==> config.mk <==
export PLATFORM = sky130hd
export DESIGN_NAME = ec_host_port
export DESIGN_NICKNAME = d
export VERILOG_FILES = /design/src/rtl/ec_host_pkg.sv /design/src/rtl/ec_host_if.sv /design/src/rtl/ec_cmd_seq.sv /design/src/rtl/ec_regspace.sv /design/src/rtl/ec_host_port.sv
export SDC_FILE = /design/constraint.sdc
export NUM_CORES = 2
export LEC_CHECK = 0
export BUFFER_PORTS_ARGS = -buffer_cell sky130_fd_sc_hd__buf_2
export CAP_MARGIN = 40
export CORE_ASPECT_RATIO = 0.8
export CORE_MARGIN = 2
export CORE_UTILIZATION = 50
export CTS_BUF_LIST = sky130_fd_sc_hd__clkbuf_16
export DETAILED_ROUTE_END_ITERATION = 8
export PLACE_DENSITY = 0.69
export SYNTH_ARGS = -nofsm -noshare
export SYNTH_HDL_FRONTEND = slang
export SYNTH_HIERARCHICAL = 1
export SYNTH_SLANG_ARGS = --single-unit
==> constraint.sdc <==
create_clock -name clk -period 4.5 [get_ports clk]
set_clock_uncertainty 0.1 [all_clocks]
set_input_delay 0.9 -clock clk [delete_from_list [all_inputs] [get_ports clk]]
set_output_delay 0.9 -clock clk [all_outputs]
set_load 0.01 [all_outputs]
==> src/rtl/ec_host_pkg.sv <==
package ec_host_pkg;

  typedef enum logic [1:0] {
    SQ_IDLE    = 2'd0,
    SQ_RD_ADDR = 2'd1,
    SQ_WR_ADDR = 2'd2,
    SQ_WR_DATA = 2'd3
  } seq_state_e;

  localparam logic [7:0] OP_READ      = 8'h80;
  localparam logic [7:0] OP_WRITE     = 8'h81;
  localparam logic [7:0] OP_BURST_ON  = 8'h82;
  localparam logic [7:0] OP_BURST_OFF = 8'h83;
  localparam logic [7:0] OP_QUERY     = 8'h84;

  localparam logic [7:0] REPLY_BURST_ACK = 8'h90;
  localparam logic [7:0] REPLY_NO_EVENT  = 8'h00;

  localparam int ST_OUT_FULL = 0;
  localparam int ST_IN_FULL  = 1;
  localparam int ST_WAS_CMD  = 3;
  localparam int ST_BURST    = 4;

endpackage

==> src/rtl/ec_host_if.sv <==
module ec_host_if #(
  parameter int LATENCY = 3
) (
  input  logic       clk,
  input  logic       rst_n,
  input  logic       io_stb,
  input  logic       io_wr,
  input  logic       io_sel,
  input  logic [7:0] io_wdata,
  input  logic       load_out,
  input  logic [7:0] load_byte,
  output logic       in_full,
  output logic       was_cmd,
  output logic       consume,
  output logic [7:0] in_byte,
  output logic       out_full,
  output logic [7:0] out_byte
);

  localparam int CNT_W = $clog2(LATENCY + 1);

  logic             in_full_q, in_full_d;
  logic             was_cmd_q, was_cmd_d;
  logic [7:0]       in_byte_q, in_byte_d;
  logic [CNT_W-1:0] wait_q, wait_d;
  logic             out_full_q, out_full_d;
  logic [7:0]       out_byte_q, out_byte_d;
  logic             accept;
  logic             host_rd_data;

  assign accept       = io_stb & io_wr & ~in_full_q;
  assign host_rd_data = io_stb & ~io_wr & ~io_sel;
  assign consume      = in_full_q & (wait_q == CNT_W'(1));

  always_comb begin
    in_full_d = in_full_q;
    was_cmd_d = was_cmd_q;
    in_byte_d = in_byte_q;
    wait_d    = wait_q;
    if (accept) begin
      in_full_d = 1'b1;
      was_cmd_d = io_sel;
      in_byte_d = io_wdata;
      wait_d    = CNT_W'(LATENCY);
    end else if (consume) begin
      in_full_d = 1'b0;
      wait_d    = '0;
    end else if (in_full_q) begin
      wait_d    = wait_q - CNT_W'(1);
    end
  end

  always_comb begin
    out_full_d = out_full_q;
    out_byte_d = out_byte_q;
    if (load_out) begin
      out_full_d = 1'b1;
      out_byte_d = load_byte;
    end else if (host_rd_data) begin
      out_full_d = 1'b0;
    end
  end

  always_ff @(posedge clk or negedge rst_n) begin
    if (!rst_n) begin
      in_full_q  <= 1'b0;
      was_cmd_q  <= 1'b0;
      in_byte_q  <= '0;
      wait_q     <= '0;
      out_full_q <= 1'b0;
      out_byte_q <= '0;
    end else begin
      in_full_q  <= in_full_d;
      was_cmd_q  <= was_cmd_d;
      in_byte_q  <= in_byte_d;
      wait_q     <= wait_d;
      out_full_q <= out_full_d;
      out_byte_q <= out_byte_d;
    end
  end

  assign in_full  = in_full_q;
  assign was_cmd  = was_cmd_q;
  assign in_byte  = in_byte_q;
  assign out_full = out_full_q;
  assign out_byte = out_byte_q;

endmodule

==> src/rtl/ec_cmd_seq.sv <==
module ec_cmd_seq
  import ec_host_pkg::*;
#(
  parameter int ADDR_W = 8
) (
  input  logic              clk,
  input  logic              rst_n,
  input  logic              consume,
  input  logic              is_cmd,
  input  logic [7:0]        in_byte,
  input  logic [7:0]        mem_rdata,
  output logic              load_out,
  output logic [7:0]        load_byte,
  output logic              burst,
  output logic              mem_we,
  output logic [ADDR_W-1:0] mem_waddr,
  output logic [ADDR_W-1:0] mem_raddr,
  output logic [7:0]        mem_wdata
);

  seq_state_e        state_q, state_d;
  logic              burst_q, burst_d;
  logic [ADDR_W-1:0] addr_q, addr_d;

  assign mem_raddr = in_byte[ADDR_W-1:0];
  assign mem_waddr = addr_q;
  assign mem_wdata = in_byte;

  always_comb begin
    state_d   = state_q;
    burst_d   = burst_q;
    addr_d    = addr_q;
    load_out  = 1'b0;
    load_byte = '0;
    mem_we    = 1'b0;
    if (consume) begin
      if (is_cmd) begin
        state_d = SQ_IDLE;
        case (in_byte)
          OP_READ:      state_d = SQ_RD_ADDR;
          OP_WRITE:     state_d = SQ_WR_ADDR;
          OP_BURST_ON: begin
            burst_d   = 1'b1;
            load_out  = 1'b1;
            load_byte = REPLY_BURST_ACK;
          end
          OP_BURST_OFF: burst_d = 1'b0;
          OP_QUERY: begin
            load_out  = 1'b1;
            load_byte = REPLY_NO_EVENT;
          end
          default: ;
        endcase
      end else begin
        case (state_q)
          SQ_RD_ADDR: begin
            load_out  = 1'b1;
            load_byte = mem_rdata;
            state_d   = SQ_IDLE;
          end
          SQ_WR_ADDR: begin
            addr_d  = in_byte[ADDR_W-1:0];
            state_d = SQ_WR_DATA;
          end
          SQ_WR_DATA: begin
            mem_we  = 1'b1;
            state_d = SQ_IDLE;
          end
          default: ;
        endcase
      end
    end
  end

  always_ff @(posedge clk or negedge rst_n) begin
    if (!rst_n) begin
      state_q <= SQ_IDLE;
      burst_q <= 1'b0;
      addr_q  <= '0;
    end else begin
      state_q <= state_d;
      burst_q <= burst_d;
      addr_q  <= addr_d;
    end
  end

  assign burst = burst_q;

endmodule

==> src/rtl/ec_regspace.sv <==
module ec_regspace #(
  parameter int         ADDR_W      = 8,
  parameter int         PRESET_ADDR = 1,
  parameter logic [7:0] PRESET_VAL  = 8'h80
) (
  input  logic              clk,
  input  logic              rst_n,
  input  logic              we,
  input  logic [ADDR_W-1:0] waddr,
  input  logic [7:0]        wdata,
  input  logic [ADDR_W-1:0] raddr,
  output logic [7:0]        rdata
);

  localparam int DEPTH = 1 << ADDR_W;

  logic [7:0] cell_q [DEPTH];

  always_ff @(posedge clk or negedge rst_n) begin
    if (!rst_n) begin
      for (int i = 0; i < DEPTH; i++) begin
        cell_q[i] <= (i == PRESET_ADDR) ? PRESET_VAL : 8'h00;
      end
    end else if (we) begin
      cell_q[waddr] <= wdata;
    end
  end

  assign rdata = cell_q[raddr];

endmodule

==> src/rtl/ec_host_port.sv <==
module ec_host_port
  import ec_host_pkg::*;
#(
  parameter int         LATENCY     = 3,
  parameter int         ADDR_W      = 8,
  parameter int         PRESET_ADDR = 1,
  parameter logic [7:0] PRESET_VAL  = 8'h80
) (
  input  logic       clk,
  input  logic       rst_n,
  input  logic       io_stb,
  input  logic       io_wr,
  input  logic       io_sel,
  input  logic [7:0] io_wdata,
  output logic [7:0] io_rdata
);

  logic              in_full, was_cmd, consume, out_full, burst;
  logic [7:0]        in_byte, out_byte, load_byte, mem_rdata, mem_wdata;
  logic              load_out, mem_we;
  logic [ADDR_W-1:0] mem_waddr, mem_raddr;
  logic [7:0]        status;

  ec_host_if #(.LATENCY(LATENCY)) host_if_i (
    .clk(clk), .rst_n(rst_n),
    .io_stb(io_stb), .io_wr(io_wr), .io_sel(io_sel), .io_wdata(io_wdata),
    .load_out(load_out), .load_byte(load_byte),
    .in_full(in_full), .was_cmd(was_cmd), .consume(consume),
    .in_byte(in_byte), .out_full(out_full), .out_byte(out_byte)
  );

  ec_cmd_seq #(.ADDR_W(ADDR_W)) seq_i (
    .clk(clk), .rst_n(rst_n),
    .consume(consume), .is_cmd(was_cmd), .in_byte(in_byte),
    .mem_rdata(mem_rdata),
    .load_out(load_out), .load_byte(load_byte), .burst(burst),
    .mem_we(mem_we), .mem_waddr(mem_waddr), .mem_raddr(mem_raddr),
    .mem_wdata(mem_wdata)
  );

  ec_regspace #(
    .ADDR_W(ADDR_W), .PRESET_ADDR(PRESET_ADDR), .PRESET_VAL(PRESET_VAL)
  ) regs_i (
    .clk(clk), .rst_n(rst_n),
    .we(mem_we), .waddr(mem_waddr), .wdata(mem_wdata),
    .raddr(mem_raddr), .rdata(mem_rdata)
  );

  always_comb begin
    status              = 8'h00;
    status[ST_OUT_FULL] = out_full;
    status[ST_IN_FULL]  = in_full;
    status[ST_WAS_CMD]  = was_cmd;
    status[ST_BURST]    = burst;
  end

  assign io_rdata = io_sel ? status : out_byte;

endmodule

Word-level counts from Yosys, hierarchy flattened
Cells that the tools add are included.
{"block": "totals", "register_bits": 2080, "latchBits": 0, "mem_bits_rw": 0, "romBits": 0, "in_bits": 13, "mem_count": 0}
{"block": "op_classes", "addsub": 1, "multipliers": 0, "div_mod_pow": 0, "n_lt_le_gt_ge": 3, "eq_ne": 9, "shift": 0, "n_mux": 29, "n_bitwise": 11, "reduce_logical": 11}
{"operator": "$bwmux W2048", "n": 1}
{"operator": "$bmux W8 S8", "n": 1}
{"operator": "$demux W8 S8", "n": 1}
{"operator": "$mux W8", "n": 8}
{"operator": "$eq A8 B8 Y1 const B", "n": 5}
{"operator": "$ge A9 B9 Y1 const B", "n": 2}
{"operator": "$not A8 Y9", "n": 2}
{"operator": "$mux W1", "n": 11}
{"operator": "$lt A9 B1 Y1 const B", "n": 1}
{"operator": "$mux W2", "n": 4}
{"operator": "$pmux W2 S2", "n": 2}
{"operator": "$reduce_and A3 Y1", "n": 2}
{"operator": "$reduce_bool A2 Y1", "n": 3}
{"operator": "$reduce_bool A3 Y1", "n": 2}
{"operator": "$and A1 B1 Y1", "n": 5}
{"operator": "$eq A2 B1 Y1 const B", "n": 2}
{"operator": "$eq A2 B2 Y1 const B", "n": 2}
{"operator": "$not A1 Y1", "n": 4}
{"operator": "$reduce_or A2 Y1", "n": 2}
{"operator": "$pmux W1 S2", "n": 1}
{"operator": "$reduce_and A2 Y1", "n": 1}
{"operator": "$sub A2 B1 Y2 const B", "n": 1}
{"operator": "$logic_and A1 B1 Y1", "n": 1}

Logic depth before layout (Yosys ltp)
{"block": "logic_depth", "depth_word": 7, "mapped_depth": 17, "ltp_nobuf": 10}

Cells and area by module
The synthesis kept the hierarchy.
{"mod": "ec_regspace", "instances": 1, "cells_per_inst": 6068, "area_each_um2": 93415.8, "seq_area_each_um2": 51250.4}
{"mod": "ec_host_if", "instances": 1, "cells_per_inst": 53, "area_each_um2": 852.1, "seq_area_each_um2": 525.5}
{"mod": "ec_cmd_seq", "instances": 1, "cells_per_inst": 68, "area_each_um2": 706.9, "seq_area_each_um2": 275.3}
{"mod": "ec_host_port", "instances": 1, "cells_per_inst": 9, "area_each_um2": 106.4, "seq_area_each_um2": 0.0}

Worst setup path before layout
No wires, ideal clock.
{"block": "synth_path", "path_type": "flip-flop to flip-flop", "start": "register host_if_i.in_byte_q[0] (netlist: host_if_i/in_byte[0])", "end": "register host_if_i.out_byte_q[4] (netlist: host_if_i/out_byte[4])", "t_arrival_ns": 2.735, "required_time_ns": 4.275, "slack_ns": 1.541, "stages_incl_launch_ff": 15, "path_buffers": 5, "period_less_slack_ns": 2.959, "path_cell_list": "dfrtp_1 buf_4 buf_6 buf_8 buf_8 buf_2 mux4_2 a222oi_1 o2111ai_1 nand2_1 nand2_1 and3_1 nor2_1 nor2_1 mux2_2"}
{"block": "synth_between", "elab_chain_cells": 7, "word_cells_on_any_way": 14, "classes_between": "eq/ne (2); mux (10); bitwise (1); reduce/logical (1)"}
{"item": "from (decl)", "line_no": "ec_host_if.sv:24", "rtl": "logic [7:0] in_byte_q, in_byte_d;"}
{"item": "from (signal assigned)", "line_no": "ec_host_if.sv:75", "rtl": "in_byte_q <= in_byte_d;"}
{"item": "$not A8 Y9 (implied by the code)", "line_no": "ec_regspace.sv:29", "rtl": "assign rdata = cell_q[raddr];"}
{"item": "$bmux W8 S8", "line_no": "ec_regspace.sv:29"}
{"item": "$mux W8 (implied by the code) (2 in a row)", "line_no": "ec_regspace.sv:29"}
{"item": "named net mem_rdata[4]", "line_no": "ec_host_port.sv:19", "rtl": "logic [7:0] in_byte, out_byte, load_byte, mem_rdata, mem_wdata;"}
{"item": "$mux W8", "line_no": "ec_cmd_seq.sv:55", "rtl": "case (state_q)"}
{"item": "$mux W8", "line_no": "ec_cmd_seq.sv:37", "rtl": "if (is_cmd) begin"}
{"item": "$mux W8", "line_no": "ec_cmd_seq.sv:36", "rtl": "if (consume) begin"}
{"item": "named net load_byte[4]", "line_no": "ec_host_port.sv:19"}
{"item": "to (signal assigned)", "line_no": "ec_host_if.sv:78", "rtl": "out_byte_q <= out_byte_d;"}
{"item": "to (decl)", "line_no": "ec_host_if.sv:27", "rtl": "logic [7:0] out_byte_q, out_byte_d;"}
The timed path passes the listed nets, and every way through them passes these cells. The select of a mux whose other input is x is not followed.
A chain may end at the register's enable or synchronous reset.

Worst setup path after layout
{"block": "layout_path", "start": "register host_if_i.in_byte_q[0] (netlist: host_if_i/in_byte[0])", "end": "register host_if_i.out_byte_q[6] (netlist: host_if_i/out_byte[6])"}
The elaborated chain is that of the path after synthesis.

==> metrics <==
Post-DP HPWL=161000 µm; simple-gate share of the synthesized area=2.68%; Final TNS setup=0 ns; endpoints failing hold=0; Synth cell types=71; Synth Area in XOR/XNOR=0%; H-Tree Depth=4; total core area=189000 µm²; vias post-DR=55473; Layout area overhead=10.3%; RSZ-0062 raised after global routing=no; Worst Setup Slack, final=0.267 ns; mapped cell area=95100 µm²; Worst Path Buf+Inv=5; vias in the first global route=57747; largest net degree at the start of global routing=185; worst-margin pin slew=0.999 ns; largest family of logic cells by synthesized area=multiplexers; CTS tree=built; sequential-to-total area share from yosys stat=54.7%; Initial Util=50.2%; top-count cell post-synth=dfrtp_1; post-synthesis async set-or-reset flop share=100%; total track usage=25.5%; I/O pins=21; commonest cells in the netlist=dfrtp_1, mux2_2, mux4_2, clkbuf_1, nand2_1; die area=194000 µm²; worst endpoint data arrival time=4.87 ns; syn_nets=6212; cell taking the most area after synthesis=dfrtp_1; first-pass GRT wire length=377000 µm; initial antenna violation count=6; Startpoint Class=register; synth top area cells=dfrtp_1, mux2_2, mux4_2; worst-skew pair later-pin latency=0.84 ns; CP Max Fanout=44; number of warnings issued by yosys=6; DRC viols=0; DR WL/cell=27.5 µm; Root Driver=clkbuf_16; Port Buffers=20; Detailed Routing Iterations Pass 1=5; Num CTS Buffers=198; Seq cells post-synth=2080; Synth top area share=54.7%; row count=143; pre-CTS WS=0.297 ns; Largest stage delay, worst path=0.84 ns; Die Width=492 µm; synthesized-area fraction occupied by adder cells=0.0132%; slowest CP cell=dfrtp_4; EDFF count, synth=0; Clock transition at path regs=0.06 ns; CP delay by family, top=buffers and inverters; die height=394 µm; minimum clock period=4.23 ns; P per Cell Area=459 nW/µm²; Peak VDD IR=494 µV; final wirelength=246000 µm; clock tree sinks=2080; CP Capture Type=register; final layout net count=6245; top_reg_cell synth=dfrtp_1; crit share post-route=94.1%; status=complete, no violations; Worst EP required=5.13 ns; critical-path cell list=buf_12 -> buf_4 -> mux4_2 -> o22ai_1 -> nor3_1 -> buf_2 -> nor4_1 -> clkdlybuf4s15_2 -> buf_4 -> nor4_1 -> and2_1 -> mux2_2; RePlAce Congestion=0.863; Max Cap Viol=0; compound-gate portion of the synthesized area=3.06%; Final setup viols=0; Initial DRC Count=4840; ANT nets after route=0; Remaining Overflow, GRT=0; Finished Core Util=55.4%; share of layout cells above drive strength 1=50.0%; final hold slack=0.194 ns; slew margin rel.=33.2%; Max Fclk=236 MHz; Gate Count Post-Synth=6198; DR vias/cell=6.21; total leakage power=0.0505 µW; mux cell area share after synthesis=36.8%; Setup CP Type=register to register; Post-CTS Setup Bufs=0; worst-case clock buffer depth=3; fin. max-slew vios=0; synthesized area per cell=15.3 µm²; Hold/Removal Path Class=input pin to register
final timing paths:
path / from / endpoint / slack [ns] / cells past startpoint
hold / removal: io_wdata[5] / host_if_i/in_byte[5]$_DFFE_PN0P_ / 0.19 / 2
setup / recovery: host_if_i/in_byte[0]$_DFFE_PN0P_ / host_if_i/out_byte[6]$_DFFE_PN0P_ / 0.27 / 12
setup reg to reg: host_if_i/in_byte[0]$_DFFE_PN0P_ / host_if_i/out_byte[6]$_DFFE_PN0P_ / 0.27 / 12
min in group asynchronous: rst_n / regs_i/cell_q[801]$_DFFE_PN0P_ / 0.51 / 2
hold reg to reg: host_if_i/out_full$_DFFE_PN0P_ / host_if_i/out_full$_DFFE_PN0P_ / 0.38 / 1
max in group asynchronous: rst_n / regs_i/cell_q[297]$_DFFE_PN0P_ / 2.30 / 4
cells by family after synthesis:
logic type,Yosys count
buffers and inverters,491
DFF,2080
muxes,2673
adders and majority gates,1
and+or+nand+nor,529
AOI/OAI and AO/OA,424
where the power goes:
group | switching (µW) | internal (µW)
registers | 573 | 18800
clock network | 7240 | 8680
logic | 8890 | 3990
sequential cells by signal, indices dropped and copies added (netlist names):
register and flops:
host_if_i/was_cmd 1, host_if_i/wait_q 2, seq_i/mem_waddr 8, host_if_i/out_full 1, host_if_i/in_full 1, seq_i/burst 1
host_if_i/in_byte 8, host_if_i/out_byte 8, seq_i/state_q 2, regs_i/cell_q 2048
metal layers:
metal / share of wire (%) / track usage [%] / wire [µm] / vias up
met5: 0.0053 / 0 / 13 / -
met4: 2.9 / 7.65 / 7140 / 2
met3: 6.3 / 4.79 / 15500 / 346
met2: 45 / 38.0 / 111000 / 1554
met1: 45 / 38.1 / 112000 / 30332
li1: - / - / - / 23239
placed cells by master, fill, tap and decap left out, drive strengths merged, types with 3 or more instances in the layout:
cell / n
a211oi: 3
a21oi: 114
a221oi: 12
a22o: 16
a22oi: 160
a31oi: 4
and2: 18
and2b: 4
and3: 8
buf: 311
bufinv: 9
clkbuf: 204
clkinv: 82
clkinvlp: 7
dfrtp: 2079
diode: 3
inv: 68
mux2: 2079
mux2i: 151
mux4: 443
nand2: 166
nand2b: 13
nand3: 21
nand3b: 3
nand4: 5
nor2: 201
nor2b: 27
nor3: 27
nor4: 20
nor4b: 3
o2111ai: 3
o21ai: 25
o221ai: 34
o22ai: 31
o31ai: 5
or2: 3
or3: 3
or4: 4
through the flow:
| stage | std cells | power (µW) | cell area [µm²] |
|---|---|---|---|
| after CTS | 8926 | 48500 | 105000 |
| final | 8931 | 48100 | 105000 |
| after detailed placement | 8565 | 32500 | 98800 |
| after global routing | 8929 | 50000 | 105000 |
| after floorplan | 6198 | 27600 | 95100 |
| after global placement | 8546 | 32200 | 98600 |
final cells by class:
type	count	area, µm²
inverter	10	37.5
clock buffer	204	5100
tap	2537	3170
multi-input combinational	3627	40500
sequential	2080	52100
timing repair buffer	314	3010
clock inverter	156	962
fill	15032	84600
antenna	3	7.51
what timing repair did:
action,in CTS,in global routing
hold buffers,1,0
gates resized for setup,0,0
hold endpoints to repair,32,0
(Power assumes the default switching activity.)
